<file path="src/rtl/seq_pkg.sv">
package seq_pkg;
  localparam int unsigned HALF_W = 16;
  localparam int unsigned OP_W   = 2 * HALF_W;

  // slot order is behaviour: odd slots are bus data clocks
  typedef enum logic [1:0] {
    SLOT_SRC_A  = 2'd0,
    SLOT_SRC_B  = 2'd1,
    SLOT_EXEC   = 2'd2,
    SLOT_BRANCH = 2'd3
  } slot_e;
endpackage

</file>
<file path="src/rtl/seq_slot_ctr.sv">
module seq_slot_ctr
  import seq_pkg::*;
(
  input  logic  clk,
  input  logic  rst_n,
  input  logic  bus_ack,
  output logic  live,
  output slot_e slot,
  output logic  step,
  output logic  wend
);
  logic  live_q, live_d;
  slot_e slot_q, slot_d;

  // a data clock (odd slot) advances only with an acknowledge
  assign step = live_q && !(slot_q[0] && !bus_ack);
  assign wend = step && (slot_q == SLOT_BRANCH);
  assign live = live_q;
  assign slot = slot_q;

  always_comb begin
    live_d = 1'b1;
    slot_d = slot_q;
    if (step) slot_d = slot_e'(slot_q + 2'd1);
  end

  always_ff @(posedge clk or negedge rst_n) begin
    if (!rst_n) begin
      live_q <= 1'b0;
      slot_q <= SLOT_SRC_A;
    end else begin
      live_q <= live_d;
      slot_q <= slot_d;
    end
  end

  // a waiting data clock freezes the slot
  p_hold_slot_r10: assert property (@(posedge clk) disable iff (!rst_n)
    (live_q && slot_q[0] && !bus_ack) |=> (slot_q == $past(slot_q)));
endmodule

</file>
<file path="src/rtl/seq_fetch.sv">
module seq_fetch
  import seq_pkg::*;
#(
  parameter int unsigned AW         = 16,
  parameter logic [AW-1:0] RESET_ADDR = 16'h0100
) (
  input  logic              clk,
  input  logic              rst_n,
  input  logic              live,
  input  slot_e             slot,
  input  logic              step,
  input  logic              wend,
  input  logic              redirect,
  input  logic [AW-1:0]     target,
  input  logic [HALF_W-1:0] bus_rdata,
  output logic              bus_req,
  output logic [AW-1:0]     bus_addr,
  output logic [OP_W-1:0]   opcode
);
  localparam logic [AW-1:0] HALF_STEP = AW'(2);
  localparam logic [AW-1:0] OP_STEP   = AW'(4);

  logic [AW-1:0]     pc_q, pc_d;
  logic [HALF_W-1:0] lo_q, lo_d;
  logic              lo_en;

  assign bus_req  = live && !slot[0];
  assign bus_addr = slot[1] ? (pc_q + HALF_STEP) : pc_q;
  assign lo_en    = step && (slot == SLOT_SRC_B);
  assign opcode   = {bus_rdata, lo_q};

  always_comb begin
    pc_d = pc_q;
    if (wend) pc_d = redirect ? target : (pc_q + OP_STEP);
    lo_d = lo_en ? bus_rdata : lo_q;
  end

  always_ff @(posedge clk or negedge rst_n) begin
    if (!rst_n) begin
      pc_q <= RESET_ADDR;
      lo_q <= '0;
    end else begin
      pc_q <= pc_d;
      lo_q <= lo_d;
    end
  end

  // sequential windows step by one opcode
  p_seq_addr_r4: assert property (@(posedge clk) disable iff (!rst_n)
    (wend && !redirect) |=> (pc_q == $past(pc_q) + OP_STEP));
  // a request never spans two clocks
  p_one_req_r2: assert property (@(posedge clk) disable iff (!rst_n)
    bus_req |=> !bus_req);
endmodule

</file>
<file path="src/rtl/seq_exec.sv">
module seq_exec
  import seq_pkg::*;
(
  input  logic            clk,
  input  logic            rst_n,
  input  slot_e           slot,
  input  logic            step,
  input  logic            wend,
  input  logic [OP_W-1:0] opcode,
  input  logic            br_taken,
  output logic            redirect,
  output logic            instr_valid,
  output logic [OP_W-1:0] ir,
  output logic [3:0]      strobes
);
  logic            valid_q, valid_d;
  logic [OP_W-1:0] ir_q, ir_d;

  for (genvar s = 0; s < 4; s++) begin : g_strobe
    assign strobes[s] = valid_q && step && (slot == slot_e'(s));
  end

  assign redirect    = strobes[SLOT_BRANCH] && br_taken;
  assign instr_valid = valid_q;
  assign ir          = ir_q;

  always_comb begin
    valid_d = valid_q;
    ir_d    = ir_q;
    if (wend) begin
      valid_d = !redirect;
      if (!redirect) ir_d = opcode;
    end
  end

  always_ff @(posedge clk or negedge rst_n) begin
    if (!rst_n) begin
      valid_q <= 1'b0;
      ir_q    <= '0;
    end else begin
      valid_q <= valid_d;
      ir_q    <= ir_d;
    end
  end

  // one slot strobe per clock at most
  p_one_strobe_r5: assert property (@(posedge clk) disable iff (!rst_n)
    $onehot0(strobes));
  // a taken branch leaves the next window without an opcode
  p_flush_r8: assert property (@(posedge clk) disable iff (!rst_n)
    (strobes[SLOT_BRANCH] && br_taken) |=> !instr_valid);
  // a normal window end always loads a new opcode
  p_refill_r6: assert property (@(posedge clk) disable iff (!rst_n)
    (wend && !br_taken) |=> instr_valid);
endmodule

</file>
<file path="src/rtl/fetch_exec_seq.sv">
module fetch_exec_seq
  import seq_pkg::*;
#(
  parameter int unsigned AW           = 16,
  parameter logic [AW-1:0] RESET_ADDR = 16'h0100
) (
  input  logic              clk,
  input  logic              rst_n,
  output logic              bus_req,
  output logic [AW-1:0]     bus_addr,
  input  logic              bus_ack,
  input  logic [HALF_W-1:0] bus_rdata,
  output logic              rd_src_a,
  output logic              rd_src_b,
  output logic              wr_result,
  output logic              br_eval,
  input  logic              br_taken,
  input  logic [AW-1:0]     br_target,
  output logic              instr_valid,
  output logic [OP_W-1:0]   ir
);
  logic [1:0]      rst_sync_q;
  logic            srst_n;
  logic            live, step, wend, redirect;
  slot_e           slot;
  logic [OP_W-1:0] opcode;
  logic [3:0]      strobes;

  // asynchronous assert, synchronous release
  always_ff @(posedge clk or negedge rst_n) begin
    if (!rst_n) rst_sync_q <= 2'b00;
    else        rst_sync_q <= {rst_sync_q[0], 1'b1};
  end
  assign srst_n = rst_sync_q[1];

  seq_slot_ctr u_slot (
    .clk(clk), .rst_n(srst_n), .bus_ack(bus_ack),
    .live(live), .slot(slot), .step(step), .wend(wend)
  );

  seq_fetch #(.AW(AW), .RESET_ADDR(RESET_ADDR)) u_fetch (
    .clk(clk), .rst_n(srst_n), .live(live), .slot(slot), .step(step),
    .wend(wend), .redirect(redirect), .target(br_target),
    .bus_rdata(bus_rdata), .bus_req(bus_req), .bus_addr(bus_addr),
    .opcode(opcode)
  );

  seq_exec u_exec (
    .clk(clk), .rst_n(srst_n), .slot(slot), .step(step), .wend(wend),
    .opcode(opcode), .br_taken(br_taken), .redirect(redirect),
    .instr_valid(instr_valid), .ir(ir), .strobes(strobes)
  );

  assign rd_src_a  = strobes[SLOT_SRC_A];
  assign rd_src_b  = strobes[SLOT_SRC_B];
  assign wr_result = strobes[SLOT_EXEC];
  assign br_eval   = strobes[SLOT_BRANCH];
endmodule

</file>
<file path="config.mk">
export PLATFORM = sky130hd
export DESIGN_NAME = fetch_exec_seq
export DESIGN_NICKNAME = d
export VERILOG_FILES = /design/src/rtl/seq_pkg.sv /design/src/rtl/seq_slot_ctr.sv /design/src/rtl/seq_fetch.sv /design/src/rtl/seq_exec.sv /design/src/rtl/fetch_exec_seq.sv
export SDC_FILE = /design/constraint.sdc
export NUM_CORES = 1
export LEC_CHECK = 0
export ABC_AREA = 1
export BUFFER_PORTS_ARGS = -buffer_cell sky130_fd_sc_hd__buf_2
export CAP_MARGIN = 10
export CORE_MARGIN = 2
export CORE_UTILIZATION = 49
export CTS_BUF_LIST = sky130_fd_sc_hd__clkbuf_2
export DETAILED_ROUTE_END_ITERATION = 16
export PLACE_DENSITY = 0.78
export SYNTH_ARGS = -nofsm -noshare
export SYNTH_HDL_FRONTEND = slang
export SYNTH_SLANG_ARGS = --single-unit
</file>
<file path="constraint.sdc">
create_clock -name clk -period 2.1 [get_ports clk]
set_input_delay 0.105 -clock clk [delete_from_list [all_inputs] [get_ports clk]]
set_output_delay 0.105 -clock clk [all_outputs]
set_load 0.01 [all_outputs]
</file>
==> summary.txt <==
Global route
  – Grt total ovfl: 0
  – Antenna violations before repair: 0
  – First-pass GRT wire length: 13700 µm
  – Total GRT Usage: 0.228
  – Vias in the first global route: 3011
  – Largest net degree at the start of global routing: 69

Clock network
  – Clk root buf: clkbuf_2
  – Clock Path Buffers: 2
  – Htree depth: 3
  – Clock Sinks: 70
  – Worst skew pair latency: 490 ps
  – CTS tree: yes
  – Register clock-pin slew on the reported worst setup and hold paths: 180 ps
  – Num CTS Buffers: 9

Pwr
  – PwrDens: 1160 mW/mm²
  – VDD IR-drop max: 0.549 mV
  – P_leak: 2.61 nW

Floorplanning
  – Die Area: 0.00777 mm²
  – Horiz. Die Dim: 88.2 µm
  – Cell Rows: 30
  – Effective utilization at floorplan: 0.508
  – Die height: 88.2 µm
  – Core ar.: 0.00683 mm²
  – Number of I/O pins: 90

Cells and area
  – Nets: 640
  – Fin cells: 698
  – Synth-to-Final Area Change: 34.1%
  – Utilization after layout: 0.681
  – Layout cell share with drive strength beyond 1: 0.248
  – Fill cells: 567
  – Fin area: 0.00465 mm²
  – ANT cells: 0

Worst setup path
  – Crit Path Category: reg2out
  – CP endpoint kind: output port
  – Setup slack, reg-to-reg: 320 ps
  – CP Launch Type: flip-flop
  – CP required: 2000 ps
  – CP Max Fanout: 4
  – Critical Path AT: 1880 ps
  – CP startpoint: u_fetch.pc_q[3]
  – Worst R2R End: u_exec.ir[18]
  – Path depth of the worst reg2reg path: 6
  – Reg2reg start: u_slot.slot[0]

Yosys
  – Sequential area share after synthesis: 0.505
  – Compound-Gate Fraction of Synth Area: 0.0169
  – Simple-gate share of the synthesized area: 0.356
  – #FFs+latches synth: 70
  – Syn avg cell area: 7.65 µm²
  – Netlist cell types: 25
  – Post-synthesis cell count: 454
  – Mapped Area: 0.00347 mm²
  – Synth warnings: 0
  – Synth area leader: dfrtp_1
  – Post-synthesis mux area share: 0
  – Most frequent cell after synthesis: nand2_1
  – Synth area leaders: dfrtp_1, nand2_1, nand3_1, inv_1, nor2_1
  – Ys async rst share: 1.00
  – Post-synth EDFFs: 0
  – Top post-synthesis cells by count: nand2_1, dfrtp_1, nand3_1
  – Ys flop type: dfrtp_1
  – Adder-Cell Fraction of Synth Area: 0.0216
  – Post-Synth XOR/XNOR Area: 0.0227
  – Synth top area share: 0.497
  – Largest family of logic cells by synthesized area: simple AND/OR/NAND/NOR gates

Placed design
  – Placed Instance Area: 0.00400 mm²
  – Routability cong.: 0.854
  – HPWL Detailed: 5560 µm
  – Port buffer count: 89
  – Dpl cells: 630
  – Pre-CTS WS: 298 ps

Detailed routing
  – Routed len/inst: 12.8 µm
  – DR DRC count: 0
  – Final wirelength: 8910 µm
  – Final ANT Viol Nets: 0
  – DRT iter0 DRCs: 315
  – Drt first pass iters: 5
  – Vias: 3352
  – Via density: 4.80

Flow run
  – Max-cap viol count: 0

STA
  – Fmax: 0.504 GHz
  – Clock skew: 22.7 ps
  – Min cycle time layout: 1990 ps
  – Fin. max-slew vios: 0
  – Fin crit share: 0.946
  – Final setup violation count: 0
  – Setup ws final: 114 ps
  – Final hold vios: 0
  – RSZ-0062 raised after global routing: yes

Min path
  – Hold path cells: 4
  – Hold Crit Endpoint: u_slot.slot[1]
  – HP Class: in2reg
  – Hold Startpoint: bus_ack

Status
  – Status: finished clean
[power by group]
group | internal (mW) | total, mW | leakage [nW] | switching, mW
Clock | 0.147 | 0.626 | 0.0575 | 0.478
Combinational | 0.991 | 2.35 | 1.68 | 1.36
Sequential | 1.95 | 2.44 | 0.873 | 0.489
Total | 3.09 | 5.42 | 2.61 | 2.33
[how the worst max path moves through the flow]
stage	slack (ps)	endpoint
3_3_place_gp	370	u_exec.ir[31]
3_5_place_dp	300	u_exec.ir[21]
5_1_grt	-30	bus_addr[10]
6_report	110	bus_addr[13]
4_1_cts	8	bus_addr[12]
2_1_floorplan	8	u_exec.instr_valid
[per-stage QoR]
| stage | hold slack [ps] | setup TNS [ps] | power [mW] |
|---|---|---|---|
| final | 53.4 | 0 | 5.42 |
| after global routing | 52.1 | -67.7 | 5.89 |
| after CTS | 0.995 | 0 | 5.31 |
| after detailed placement | -108 | 0 | 4.58 |
| after global placement | -111 | 0 | 4.50 |
| after floorplan | -191 | 0 | 3.74 |
[layer usage]
| metal | track usage | up-vias | share of wire |
|---|---|---|---|
| li1 | - | 1674 | - |
| met1 | 0.311 | 1562 | 0.43 |
| met2 | 0.366 | 102 | 0.50 |
| met5 | 0 | - | 0 |
| met3 | 0.0254 | 14 | 0.041 |
| met4 | 0.106 | 0 | 0.022 |
[sequential cells by signal, summed over array words and instances (netlist names)]
name and flops:
u_slot.live 1, u_slot.slot 2, u_exec.instr_valid 1, u_fetch.lo_q 16
u_exec.ir 32, u_fetch.pc_q 16, rst_sync_q 2
[cell families (layout without fill, tap and decap cells)]
group / after synthesis / count (layout)
AND/OR/NAND/NOR: 301 / 301
flip-flops: 70 / 70
buffers and inverters: 56 / 203
AO/OA/AOI/OAI: 11 / 11
XOR/XNOR: 9 / 9
adder cells (fa/ha/maj): 6 / 6
other: 1 / 2
[worst max-delay path, stage by stage, from the launching register on]
cell,delay (ps)
dfrtp_1,430
buf_4,140
buf_4,140
nand2_1,110
nor2_4,60
buf_6,110
nand3_1,70
xor2_1,170
inv_1,50
buf_2,130
[placed cells by master (no fill, tap or decap), types with 2 or more instances in the layout]
| cell | count |
|---|---|
| nand2_1 | 221 |
| buf_2 | 89 |
| dfrtp_1 | 64 |
| dlygate4sd3_1 | 41 |
| nand3_1 | 40 |
| inv_1 | 37 |
| nor2_1 | 22 |
| buf_4 | 18 |
| o21ai_0 | 9 |
| clkbuf_2 | 9 |
| xor2_1 | 7 |
| dfrtp_2 | 5 |
| nor2_2 | 4 |
| ha_1 | 4 |
| nand4_1 | 3 |
| nor2_4 | 3 |
| nand2_2 | 3 |
| clkinv_2 | 3 |
| nand3_4 | 2 |
| xnor2_1 | 2 |
| clkinv_4 | 2 |
| conb_1 | 2 |
[repair_timing]
| item | in CTS | in global routing |
|---|---|---|
| setup buffers | 3 | 9 |
| setup endpoints to repair | 5 | 14 |
| gates resized for setup | 3 | 17 |
| hold endpoints to repair | 52 | 0 |
| hold buffers | 41 | 0 |
| pin swaps | 0 | 3 |
[area by class of cell]
| class | count | area [µm²] | share of cell area |
|---|---|---|---|
| Clock buffer | 9 | 45.0 | 0.00968 |
| Inverter | 38 | 143 | 0.0306 |
| Sequential cell | 70 | 1760 | 0.378 |
| Multi-Input combinational cell | 329 | 1530 | 0.328 |
| Clock inverter | 6 | 40.0 | 0.00860 |
| Tap cell | 96 | 120 | 0.0258 |
| Timing Repair Buffer | 150 | 1020 | 0.220 |
Power figures use the tool's default switching activity.
